## src/rtl/mdio_pkg.sv

```systemverilog
package mdio_pkg;

    localparam int ADDR_W       = 5;
    localparam int DATA_W       = 16;
    localparam int REG_NUM      = 1 << ADDR_W;
    localparam int PREAMBLE_LEN = 32;
    localparam int CNT_W        = $clog2(PREAMBLE_LEN + 1);
    localparam int ISOLATE_BIT  = 10;
    localparam logic [ADDR_W-1:0] BCAST_ADDR = '0;

    typedef enum logic [3:0] {
        ST_UNSYNC,
        ST_IDLE,
        ST_START,
        ST_OP1,
        ST_OP2,
        ST_PHYAD,
        ST_REGAD,
        ST_TA1,
        ST_TA2,
        ST_DATA
    } mstate_t;

    typedef enum logic [1:0] {
        OP_BAD_LO = 2'b00,
        OP_WRITE  = 2'b01,
        OP_READ   = 2'b10,
        OP_BAD_HI = 2'b11
    } mop_t;

    typedef struct packed {
        logic [ADDR_W-1:0] reg_addr;
        logic [DATA_W-1:0] wdata;
        logic              we;
    } reg_req_t;

    // Writes answer to the own address or broadcast; reads only to own.
    function automatic logic addr_hit(input logic is_wr,
                                      input logic [ADDR_W-1:0] phy,
                                      input logic [ADDR_W-1:0] mine);
        return (phy == mine) || (is_wr && (phy == BCAST_ADDR));
    endfunction

endpackage

```

## src/rtl/mdio_sync.sv

```systemverilog
module mdio_sync #(
    parameter int STAGES = 2
) (
    input  logic clk,
    input  logic rst,
    input  logic mdc_i,
    input  logic mdio_i,
    output logic mdc_rise,
    output logic mdio_bit
);
    logic [STAGES-1:0] mdc_sh;
    logic [STAGES-1:0] mdio_sh;
    logic              mdc_prev;

    always_ff @(posedge clk) begin
        if (rst) begin
            mdc_sh   <= '0;
            mdio_sh  <= '1;
            mdc_prev <= 1'b0;
        end else begin
            mdc_sh   <= {mdc_sh[STAGES-2:0], mdc_i};
            mdio_sh  <= {mdio_sh[STAGES-2:0], mdio_i};
            mdc_prev <= mdc_sh[STAGES-1];
        end
    end

    assign mdc_rise = mdc_sh[STAGES-1] & ~mdc_prev;
    assign mdio_bit = mdio_sh[STAGES-1];

endmodule

```

## src/rtl/mdio_frame.sv

```systemverilog
module mdio_frame
    import mdio_pkg::*;
(
    input  logic              clk,
    input  logic              rst,
    input  logic              bit_stb,
    input  logic              bit_in,
    input  logic [ADDR_W-1:0] my_addr,
    input  logic [DATA_W-1:0] rd_data,
    output logic [ADDR_W-1:0] rd_addr,
    output reg_req_t          req,
    output logic              mdio_o,
    output logic              mdio_oe
);
    localparam logic [CNT_W-1:0] PRE_LAST  = CNT_W'(PREAMBLE_LEN - 1);
    localparam logic [CNT_W-1:0] ADDR_LAST = CNT_W'(ADDR_W - 1);
    localparam logic [CNT_W-1:0] DATA_LAST = CNT_W'(DATA_W - 1);

    mstate_t           state;
    logic [CNT_W-1:0]  cnt;
    logic              op_first;
    logic              is_write;
    logic              hit;
    logic [ADDR_W-1:0] phy_sh;
    logic [ADDR_W-1:0] reg_sh;
    logic [DATA_W-1:0] sh;

    assign rd_addr = reg_sh;

    always_ff @(posedge clk) begin
        if (rst) begin
            state    <= ST_UNSYNC;
            cnt      <= '0;
            op_first <= 1'b0;
            is_write <= 1'b0;
            hit      <= 1'b0;
            phy_sh   <= '0;
            reg_sh   <= '0;
            sh       <= '0;
            req      <= '0;
            mdio_o   <= 1'b1;
            mdio_oe  <= 1'b0;
        end else begin
            req.we <= 1'b0;
            if (bit_stb) begin
                unique case (state)
                    ST_UNSYNC: begin
                        if (!bit_in) begin
                            cnt <= '0;
                        end else if (cnt == PRE_LAST) begin
                            cnt   <= '0;
                            state <= ST_IDLE;
                        end else begin
                            cnt <= cnt + 1'b1;
                        end
                    end
                    ST_IDLE: begin
                        if (!bit_in) state <= ST_START;
                    end
                    ST_START: begin
                        if (bit_in) begin
                            state <= ST_OP1;
                        end else begin
                            cnt   <= '0;
                            state <= ST_UNSYNC;
                        end
                    end
                    ST_OP1: begin
                        op_first <= bit_in;
                        state    <= ST_OP2;
                    end
                    ST_OP2: begin
                        cnt <= '0;
                        unique case (mop_t'({op_first, bit_in}))
                            OP_WRITE: begin
                                is_write <= 1'b1;
                                state    <= ST_PHYAD;
                            end
                            OP_READ: begin
                                is_write <= 1'b0;
                                state    <= ST_PHYAD;
                            end
                            default: state <= ST_UNSYNC;
                        endcase
                    end
                    ST_PHYAD: begin
                        phy_sh <= {phy_sh[ADDR_W-2:0], bit_in};
                        if (cnt == ADDR_LAST) begin
                            cnt   <= '0;
                            state <= ST_REGAD;
                        end else begin
                            cnt <= cnt + 1'b1;
                        end
                    end
                    ST_REGAD: begin
                        reg_sh <= {reg_sh[ADDR_W-2:0], bit_in};
                        if (cnt == ADDR_LAST) begin
                            cnt   <= '0;
                            hit   <= addr_hit(is_write, phy_sh, my_addr);
                            state <= ST_TA1;
                        end else begin
                            cnt <= cnt + 1'b1;
                        end
                    end
                    ST_TA1: begin
                        if (is_write && !bit_in) begin
                            state <= ST_UNSYNC;
                        end else begin
                            if (hit && !is_write) begin
                                sh      <= rd_data;
                                mdio_o  <= 1'b0;
                                mdio_oe <= 1'b1;
                            end
                            state <= ST_TA2;
                        end
                    end
                    ST_TA2: begin
                        if (is_write && bit_in) begin
                            state <= ST_UNSYNC;
                        end else begin
                            if (hit && !is_write) begin
                                mdio_o <= sh[DATA_W-1];
                                sh     <= sh << 1;
                            end
                            cnt   <= '0;
                            state <= ST_DATA;
                        end
                    end
                    ST_DATA: begin
                        if (is_write) begin
                            sh <= {sh[DATA_W-2:0], bit_in};
                        end else if (hit) begin
                            if (cnt == DATA_LAST) begin
                                mdio_oe <= 1'b0;
                                mdio_o  <= 1'b1;
                            end else begin
                                mdio_o <= sh[DATA_W-1];
                                sh     <= sh << 1;
                            end
                        end
                        if (cnt == DATA_LAST) begin
                            if (is_write && hit) begin
                                req.we       <= 1'b1;
                                req.reg_addr <= reg_sh;
                                req.wdata    <= {sh[DATA_W-2:0], bit_in};
                            end
                            hit   <= 1'b0;
                            cnt   <= '0;
                            state <= ST_IDLE;
                        end else begin
                            cnt <= cnt + 1'b1;
                        end
                    end
                    default: state <= ST_UNSYNC;
                endcase
            end
        end
    end


    oe_unsync_chk: assert property (@(posedge clk) disable iff (rst)
        mdio_oe |-> (state != ST_UNSYNC));


    oe_ta_zero_chk: assert property (@(posedge clk) disable iff (rst)
        $rose(mdio_oe) |-> !mdio_o);


    no_drive_write_chk: assert property (@(posedge clk) disable iff (rst)
        mdio_oe |-> !is_write);


    we_single_pulse_chk: assert property (@(posedge clk) disable iff (rst)
        req.we |=> !req.we);

endmodule

```

## src/rtl/mdio_regs.sv

```systemverilog
module mdio_regs
    import mdio_pkg::*;
(
    input  logic              clk,
    input  logic              rst,
    input  reg_req_t          req,
    input  logic [ADDR_W-1:0] rd_addr,
    output logic [DATA_W-1:0] rd_data,
    output logic              isolate
);
    logic [DATA_W-1:0] regs [REG_NUM];

    for (genvar g = 0; g < REG_NUM; g++) begin : g_reg
        always_ff @(posedge clk) begin
            if (rst) begin
                regs[g] <= '0;
            end else if (req.we && (req.reg_addr == ADDR_W'(g))) begin
                regs[g] <= req.wdata;
            end
        end
    end

    assign rd_data = regs[rd_addr];
    assign isolate = regs[0][ISOLATE_BIT];


    isolate_follow_chk: assert property (@(posedge clk) disable iff (rst)
        (req.we && (req.reg_addr == '0)) |=> (isolate == $past(req.wdata[ISOLATE_BIT])));

endmodule

```

## src/rtl/mdio_target.sv

```systemverilog
module mdio_target
    import mdio_pkg::*;
(
    input  logic       clk,
    input  logic       rst,
    input  logic       mdc_i,
    input  logic       mdio_i,
    input  logic [4:0] phy_addr_strap,
    output logic       mdio_o,
    output logic       mdio_oe,
    output logic       isolate_o
);
    logic              bit_stb;
    logic              bit_val;
    logic [ADDR_W-1:0] my_addr;
    logic [ADDR_W-1:0] rd_addr;
    logic [DATA_W-1:0] rd_data;
    reg_req_t          req;

    always_ff @(posedge clk) begin
        if (rst) my_addr <= phy_addr_strap;
    end

    mdio_sync #(.STAGES(2)) u_sync (
        .clk      (clk),
        .rst      (rst),
        .mdc_i    (mdc_i),
        .mdio_i   (mdio_i),
        .mdc_rise (bit_stb),
        .mdio_bit (bit_val)
    );

    mdio_frame u_frame (
        .clk     (clk),
        .rst     (rst),
        .bit_stb (bit_stb),
        .bit_in  (bit_val),
        .my_addr (my_addr),
        .rd_data (rd_data),
        .rd_addr (rd_addr),
        .req     (req),
        .mdio_o  (mdio_o),
        .mdio_oe (mdio_oe)
    );

    mdio_regs u_regs (
        .clk     (clk),
        .rst     (rst),
        .req     (req),
        .rd_addr (rd_addr),
        .rd_data (rd_data),
        .isolate (isolate_o)
    );


    addr_latched_chk: assert property (@(posedge clk) disable iff (rst)
        !rst |=> $stable(my_addr));

endmodule

```

## config.mk

```make
export PLATFORM = sky130hd
export DESIGN_NAME = mdio_target
export DESIGN_NICKNAME = d
export VERILOG_FILES = /design/src/rtl/mdio_pkg.sv /design/src/rtl/mdio_sync.sv /design/src/rtl/mdio_frame.sv /design/src/rtl/mdio_regs.sv /design/src/rtl/mdio_target.sv
export SDC_FILE = /design/constraint.sdc
export NUM_CORES = 1
export LEC_CHECK = 0
export BUFFER_PORTS_ARGS = -buffer_cell sky130_fd_sc_hd__clkbuf_2
export CAP_MARGIN = 20
export CORE_ASPECT_RATIO = 0.75
export CORE_MARGIN = 2
export CORE_UTILIZATION = 55
export CTS_CLUSTER_DIAMETER = 120
export CTS_CLUSTER_SIZE = 20
export DETAILED_ROUTE_END_ITERATION = 10
export GPL_TIMING_DRIVEN = 0
export PLACE_DENSITY = 0.71
export SYNTH_ARGS = -nofsm -noshare
export SYNTH_HDL_FRONTEND = slang
export SYNTH_HIERARCHICAL = 1
export SYNTH_SLANG_ARGS = --single-unit
```

## constraint.sdc

```tcl
create_clock -name clk -period 6.65 [get_ports clk]
set_input_delay 0.665 -clock clk [delete_from_list [all_inputs] [get_ports clk]]
set_output_delay 0.665 -clock clk [all_outputs]
set_load 0.05 [all_outputs]
```

# After elaboration in Yosys (flattened, before gate mapping)
# Memory sizes are Yosys's and may differ from the RTL's. A register that Yosys moved wholly into a read port is not among the register bits.
# Index checks and enable logic that the tools add are counted.
# totals
out_inout_bits,3
elab_cells,355
regBits,73
ramBits,512
inputBits,9
n_memories,1
# op_classes
bitwise_logic,37
n_eq_ne,61
mux,176
n_reduce_logical,62
n_addsub,1
# mem_list
name,words,word_bits,read_ports,rd_ports_with_merged_regs,write_ports,line,source
u_regs.regs,32,16,2,1,32,mdio_regs.sv:11,logic [DATA_W-1:0] regs [REG_NUM];
# ops
op,count
16-bit two-way mux,39
1-bit two-way mux,112
5-bit == test (second input constant),16
16-bit case mux with 3 select lines,1
5-bit by 4-bit == test with 1-bit output (second input constant),8
4-bit case mux with 10 select lines,1
1-bit logical AND,37
6-bit two-way mux,6
6-bit case mux with 6 select lines,1
4-bit two-way mux,8
1-bit bitwise OR,32
5-bit by 3-bit == test with 1-bit output (second input constant),4
4-bit by 3-bit == test with 1-bit output (second input constant),4
8-bit AND reduction,2
2-bit by 1-bit != test with 1-bit output (second input constant),7
7-bit AND reduction,2
2-bit != test (second input constant),6
4-bit AND reduction,3
5-bit by 2-bit == test with 1-bit output (second input constant),2
5-bit zero test,2
5-bit two-way mux,2
4-bit by 2-bit == test with 1-bit output (second input constant),2
4-bit == test (second input constant),2
6-bit by 1-bit adder with 6-bit output (second input constant),1
other kinds (26),37

# Logic depth before layout (Yosys ltp)
# Gate-level depths: netlist of the first run.
# depth
word_depth,6
mapped_depth,10
mapped_depth_nobuf,7

# Hierarchy
# The synthesis of the first run kept the hierarchy.
# modules_own_cells
mod,seq_area_each_um2,area_each_um2,cells_each,instances
mdio_regs,15374.7,24041.8,1773,1
mdio_frame,1261.2,3093.0,362,1
mdio_target,150.1,150.1,5,1
mdio_sync,100.1,145.1,11,1

# Worst setup path before layout of the first run
# Ideal clock, no wire load.
# synth_timing
path_kind,flip-flop to flip-flop
start,"register, netlist name u_frame/req[19]"
end,memory u_regs.regs[23][0] (enable)
setup_time_ns,0.392
path_stages_with_launch,4
path_buffers,0
path_slack_ns,4.511
required_time_ns,6.258
synth_period_minus_slack_ns,2.139
arrival_time_ns,1.747
cell_sequence,dfxtp_1 nor2b_1 nand3_1 o21bai_1
# synth_rtl
item,line
end: declaration,mdio_regs.sv:11

==> metrics.txt, run 1 <==
die height=197.4 um; fillers=3,808; fin nets=2,221; GRT Total Usage=0.2907; worst hold stages=1; Synth Area in XOR/XNOR=0.001916; Clock Latency Late Sink=550 ps; EDFF count, synth=517; synthesized area=27,430 um2; final core utilization=0.6035; core area=48,960 um2; crit start category=register; vias per inst=6.141; Root Buffer=clkbuf_16; post-route setup TNS=0 ps; H-tree levels=2; Clk pin slew, worst setup/hold paths=90 ps; compound-gate portion of the synthesized area=0.06121; fin crit period=3270 ps; fin. max-slew vios=0; placed wire-length estimate=53.71 mm; final setup fails=0; RSZ-0062 raised after global routing=false; Ports=12; Routed WL=73.80 mm; share of layout cells above drive strength 1=0.09132; Hold EP=my_addr[0]$_DFFE_PP_; cts hold-fix bufs=0; simple-gate share of the synthesized area=0.1799; largest family of logic cells by synthesized area=simple AND/OR/NAND/NOR gates; predominant post-synthesis flop cell=edfxtp_1; Layout area overhead=7.722%; number of clock sinks=585; Slew @ Worst Pin=1268 ps; DRT Pass-1 Iters=8; Worst R2R End=u_frame/sh[8]$_SDFFE_PP0P_; CTS Buffer Depth=3; Setup CP Type=reg -> reg; CP max-delay cell=nor3_1; CP endpoint kind=register; vias=17,640; sequential area share after synthesis=0.6156; GRT overflow=0; min-delay src=phy_addr_strap[0]; Synth Net Count=2,163; crit path from=u_frame/rd_addr[1]$_SDFFE_PP0P_; outcome=finished, final reports clean; number of port buffers=11; ANT nets after route=0; fin crit share=0.4917; gate count after technology mapping=2,151; Pleak=0.01005 uW; Fin. Hold Viols=0; Synth Register Bits=585; clock skew=30.13 ps; MaxCap Viol Count=0; commonest non-fill, non-tap cell in the layout=edfxtp_1; Final Cell Area=29,550 um2; Reg2Reg Setup Slack=3380 ps; commonest cells after routing, fill and taps aside=edfxtp_1 (517), and2_1 (514), mux2i_1 (291), clkbuf_1 (116), nand2_1 (87); asr flop ratio synth=0; Die X=261.9 um; largest net degree at the start of global routing=22; number of library cell types mapped by synthesis=61; Hold WS=283.8 ps; Post-Syn Area per Cell=12.75 um2; average wire per standard cell=25.70 um; Worst VDD drop=0.2009 mV; Critical Path, Cell by Cell=buf_2 -> buf_4 -> buf_2 -> mux2i_1 -> a22o_1 -> nor3_1 -> a31oi_1 -> nand3_1 -> nand2_1 -> a311oi_1; pwr/cell area=220.4 nW/um2; slowest stage delay, CP=1010 ps; worst r2r src=u_frame/rd_addr[1]$_SDFFE_PP0P_; CP arrival=3740 ps; mux cell area share after synthesis=0.1062; Post-CTS Setup Bufs=0; data required time of the critical path=7120 ps; vias in the first global route=17,050; adder-cell share of the synthesized area=0.001368; reg2reg path depth=10; initial antenna violation count=1; area post-placement=28,550 um2; Fmax=305.9 MHz; CTS tree=done; Slew Limit Headroom=0.1483; Num CTS Buffers=35; initial drt markers=2,475; gpl congestion=0.9719; Remaining DRCs=0; Starting Density=0.5603; min-delay worst type=in -> reg; YS warnings=6; post_cts resized=0; die area=51,690 um2; crit-path max FO=10; first-pass GRT wire length=109.6 mm; Crit path top cell by count=buf_2; Cell Rows=70
-- cell type report --
| type | count | area, um2 | share of cell area |
|---|---|---|---|
| Clock inverter | 1 | 16.27 | 0.0005505 |
| Tap cell | 648 | 810.8 | 0.02744 |
| Multi-Input combinational cell | 1372 | 9733 | 0.3294 |
| Timing Repair Buffer | 21 | 197.7 | 0.006690 |
| Antenna cell | 1 | 2.502 | 0.00008469 |
| Buffer | 186 | 897.1 | 0.03036 |
| Inverter | 8 | 30.03 | 0.001016 |
| Sequential cell | 585 | 16890 | 0.5715 |
| Clock buffer | 50 | 974.7 | 0.03299 |
-- power breakdown --
part	total, uW	internal (uW)	switching [uW]
registers	4120	4090	32.5
clock network	2200	1030	1170
logic	194	55.2	139
total	6510	5170	1340
-- critical path: cells and delay by family, from the launching register on --
kind,cells,cell delay (ps)
buf+inv,3,720
flops,1,380
simple gates,3,1360
compound gates,3,620
mux,1,130
-- metrics by stage --
step	cells	setup WS (ps)	power, uW
detailed placement	2820	3592	4398
global placement	2810	3590	4378
floorplan	2151	4511	4307
finish	2872	3380	6514
CTS	2871	3558	6533
global route	2871	3370	6695
-- how the worst max path moves through the flow --
stage	depth (start not counted)	slack [ps]	end
after floorplan	3	4510	u_regs/regs[23][0]$_SDFFCE_PN0P_
final	10	3380	u_frame/sh[8]$_SDFFE_PP0P_
after detailed placement	10	3590	u_frame/sh[7]$_SDFFE_PP0P_
after global routing	10	3370	u_frame/sh[8]$_SDFFE_PP0P_
after global placement	10	3590	u_frame/sh[7]$_SDFFE_PP0P_
after CTS	10	3560	u_frame/sh[7]$_SDFFE_PP0P_
-- metal layers --
metal	track usage	part of all wire	vias up
met2	0.4169	0.42	866
met4	0.08060	0.029	2
met3	0.05710	0.11	123
met1	0.4495	0.44	8834
met5	0	0.00016	-
li1	-	-	7812
-- state kept, by name, indices dropped and copies added, names as in the netlist --
register	flops
u_sync/mdc_sh	2
u_frame/phy_sh	5
u_frame/cnt	6
u_frame/op_first	1
u_frame/req	22
u_frame/mdio_oe	1
u_frame/mdio_o	1
u_regs/regs	512
my_addr	5
u_frame/rd_addr	5
u_frame/hit	1
u_sync/mdc_prev	1
u_frame/state	4
u_sync/mdio_sh	2
u_frame/is_write	1
u_frame/sh	16
-- cells in the mapped netlist, types with 5 or more instances --
cell,instances,area share
nand2b_1,8,0.0018
and2_1,514,0.12
buf_2,39,0.0071
o21bai_1,33,0.0090
dfxtp_1,68,0.050
mux2i_1,291,0.11
nand2_1,87,0.012
nor2b_1,7,0.0016
nand4_1,18,0.0041
clkbuf_2,10,0.0018
a22oi_1,64,0.018
a31oi_1,20,0.0046
nor2_2,8,0.0018
clkbuf_1,103,0.014
nor3_1,20,0.0036
a22o_1,32,0.010
buf_4,20,0.0055
edfxtp_1,517,0.57
o21ai_0,7,0.0013
buf_1,8,0.0011
inv_1,8,0.0011
nand3_1,52,0.0095
nor2_1,73,0.010
a311oi_1,16,0.0051
a21oi_1,42,0.0077
nor2_4,19,0.0078
or2_1,5,0.0011
-- kinds of logic (layout without fill, tap and decap cells) --
logic type               Yosys count  in the layout
flip-flops                       585            585
buffers and inverters            194            266
adder cells (fa/ha/maj)            3              3
AO/OA/AOI/OAI                    231            231
multiplexers                     291            291
other                              0              1
AND/OR/NAND/NOR                  841            841
XOR/XNOR                           6              6
(Power assumes the default switching activity.)
==> run 2, diff against run 1 <==
--- a/config.mk
+++ b/config.mk
@@ -14,7 +14,7 @@
 export CTS_CLUSTER_SIZE = 20
 export DETAILED_ROUTE_END_ITERATION = 10
 export GPL_TIMING_DRIVEN = 0
-export PLACE_DENSITY = 0.71
+export PLACE_DENSITY = 0.73
 export SYNTH_ARGS = -nofsm -noshare
 export SYNTH_HDL_FRONTEND = slang
 export SYNTH_HIERARCHICAL = 1
==> constraint.sdc (replaced) <==
create_clock -name clk -period 2.69 [get_ports clk]
set_input_delay 0.269 -clock clk [delete_from_list [all_inputs] [get_ports clk]]
set_output_delay 0.269 -clock clk [all_outputs]
set_load 0.05 [all_outputs]
==> run 2 against run 1 <==
  * The run now ends with setup timing left
  * Combinational power increased to 2.6 times the previous value
  * Non-clock buffer count is 17 higher
  * Total power rose by 150%
  * Wire length is 0.31% lower
  * Utilization rose by 0.63 points
  * Fmax rose by 19%
  * Via count increased by 0.22%
  * Worst setup slack got worse by 3400 ps
  * Critical path depth shrank 1
  * Critical path type unchanged
  * Critical endpoint unchanged
  * Largest power group unchanged
==> metrics.txt, run 2 (synthesized netlist as in run 1, its figures left out) <==
fin crit share=1.019 (+0.5270); Largest register FFs=512 (unchanged); worst r2r src=u_frame/rd_addr[3]$_SDFFE_PP0P_; Clock Latency Late Sink=560 ps (about the same); Worst VDD drop=0.5201 mV (+160%); GRT overflow=0 (unchanged); Routed WL=73.57 mm (-0.31%); crit start category=register; Fmax=364.9 MHz (+19%); initial antenna violation count=2 (+1); Setup CP Type=reg -> reg; DRT Pass-1 Iters=6 (-2); Final Cell Area=29,860 um2 (+1.0%); slowest stage delay, CP=500 ps (-510 ps); fillers=3,776 (-0.84%); Critical Path, Cell by Cell=buf_2 -> or2_2 -> clkbuf_1 -> clkbuf_2 -> nor3_1 -> a31oi_1 -> nand3_1 -> nand2_1 -> a311oi_1; vias in the first global route=17,170 (+0.72%); Hold EP=my_addr[0]$_DFFE_PP_; GRT Total Usage=0.2893 (-0.001356); final setup fails=1 (+1); final core utilization=0.6098 (+0.006312); clock skew=30.01 ps (-0.1248 ps); number of port buffers=11 (unchanged); average wire per standard cell=25.48 um (-0.86%); Starting Density=0.5603 (unchanged); fin crit period=2740 ps (-529.3 ps); commonest non-fill, non-tap cell in the layout=edfxtp_1; Largest Register=u_regs/regs; CTS Buffer Depth=3 (unchanged); H-tree levels=2 (unchanged); Slew Limit Headroom=0.2906 (+0.1422); crit-path max FO=10 (unchanged); Placed Cells=2,830 (+0.35%); final non-filler cell total=2,888 (+0.56%); # diodes=0 (-1); MaxCap Viol Count=0 (unchanged); Ports=12 (unchanged); largest net degree at the start of global routing=22 (unchanged); Worst R2R End=u_frame/sh[8]$_SDFFE_PP0P_; core area=48,960 um2 (unchanged); ANT nets after route=0 (unchanged); Cell Rows=70 (unchanged); CP arrival=3190 ps (-550 ps); Fin. Hold Viols=0 (unchanged); Slew @ Worst Pin=1063 ps (-204.3 ps); min-delay worst type=in -> reg; min-delay src=rst; Num CTS Buffers=35 (unchanged); RSZ-0062 raised after global routing=false; fin. max-slew vios=0 (unchanged); gpl congestion=0.9479 (-2.5%); Root Buffer=clkbuf_16; data required time of the critical path=3140 ps (-3980 ps); Layout area overhead=8.849%; CP endpoint kind=register; area post-placement=28,710 um2 (+0.53%); vias=17,680 (+0.22%); die area=51,690 um2 (unchanged); number of clock sinks=585 (unchanged); Reg2Reg Setup Slack=-50 ps (-3430 ps); CTS tree=done; crit path from=u_frame/rd_addr[3]$_SDFFE_PP0P_; initial drt markers=2,394 (-3.3%); vias per inst=6.120 (-0.33%); Die X=261.9 um (unchanged); pwr/cell area=540.3 nW/um2 (+150%); setup ws final=-50.32 ps (-3431 ps); commonest cells after routing, fill and taps aside=edfxtp_1 (517), and2_1 (514), mux2i_1 (291), clkbuf_1 (107), nand2_1 (87); placed wire-length estimate=53.80 mm (+0.16%); Clk pin slew, worst setup/hold paths=80 ps (about the same); failing checks=setup timing; CP max-delay cell=nor3_1; reg2reg path depth=9 (-1); worst hold stages=1 (unchanged); Setup WS pre-CTS=-158.2 ps (-3750 ps); Remaining DRCs=0 (unchanged); top flop regs=u_regs/regs x512, u_frame/req x22, u_frame/sh x16; outcome=finished, violations left; die height=197.4 um (unchanged); share of layout cells above drive strength 1=0.1027 (+0.01136); Pleak=0.01021 uW (+1.6%); fin nets=2,238 (+0.77%); first-pass GRT wire length=109.0 mm (-0.51%)
==> run 2: how the worst max path moves through the flow <==
stage                                             endpoint  cells after the start
after global routing            u_frame/sh[4]$_SDFFE_PP0P_                      9
after CTS                       u_frame/sh[5]$_SDFFE_PP0P_                     10
after global placement    u_regs/regs[7][12]$_SDFFCE_PN0P_                      3
after floorplan           u_regs/regs[23][0]$_SDFFCE_PN0P_                      3
after detailed placement        u_frame/sh[1]$_SDFFE_PP0P_                      8
final                           u_frame/sh[8]$_SDFFE_PP0P_                      9
==> run 2: layout make-up <==
| class | count | area [um2] | area share |
|---|---|---|---|
| flip-flops and latches | 585 | 16890 | 0.5656 |
| multi-input cells | 1372 | 9762 | 0.3269 |
| clock buffers | 50 | 974.7 | 0.03264 |
| plain buffers | 186 | 962.2 | 0.03223 |
| well taps | 648 | 810.8 | 0.02716 |
| repair buffers | 38 | 414.1 | 0.01387 |
| inverters | 8 | 30.03 | 0.001006 |
| clock inverters | 1 | 16.27 | 0.0005448 |
==> run 2: stage by stage <==
step	hold WS [ps]	TNS, ps	total power (uW)
after floorplan	366.1	0	10640
after global placement	430.9	-26160	10810
after detailed placement	449.8	-1460	10880
after CTS	236.9	0	16160
after global routing	278.7	0	16550
final	231.7	-50.32	16130
==> run 2: critical path, delay by kind of cell, from the launching register on <==
family | cells | cell delay [ps]
DFF | 1 | 360
buffers and inverters | 3 | 760
and+or+nand+nor | 4 | 1040
AOI/OAI and AO/OA | 2 | 460
==> run 2: where the power goes <==
part / internal [uW] / leakage (uW) / switching, uW / total [uW]
Combinational: 162 / 0.00384 / 346 / 508
Sequential: 10100 / 0.00589 / 80.3 / 10200
Clock: 2540 / 0.000479 / 2900 / 5440
==> run 2: layer usage <==
layer,GRT usage,vias up,part of all wire
met5,0,-,0
met4,0.07576,0,0.024
met3,0.06184,104,0.11
met2,0.4208,895,0.43
met1,0.4404,8831,0.44
li1,-,7846,-
==> run 2: repair_timing <==
action	CTS	global route
gates cloned	0	0
gates resized for setup	10	30
hold buffers	7	0
endpoints found under the hold margin	7	0
buffers inserted	0	0
pin swaps	1	3
endpoints found under the setup margin	16	15
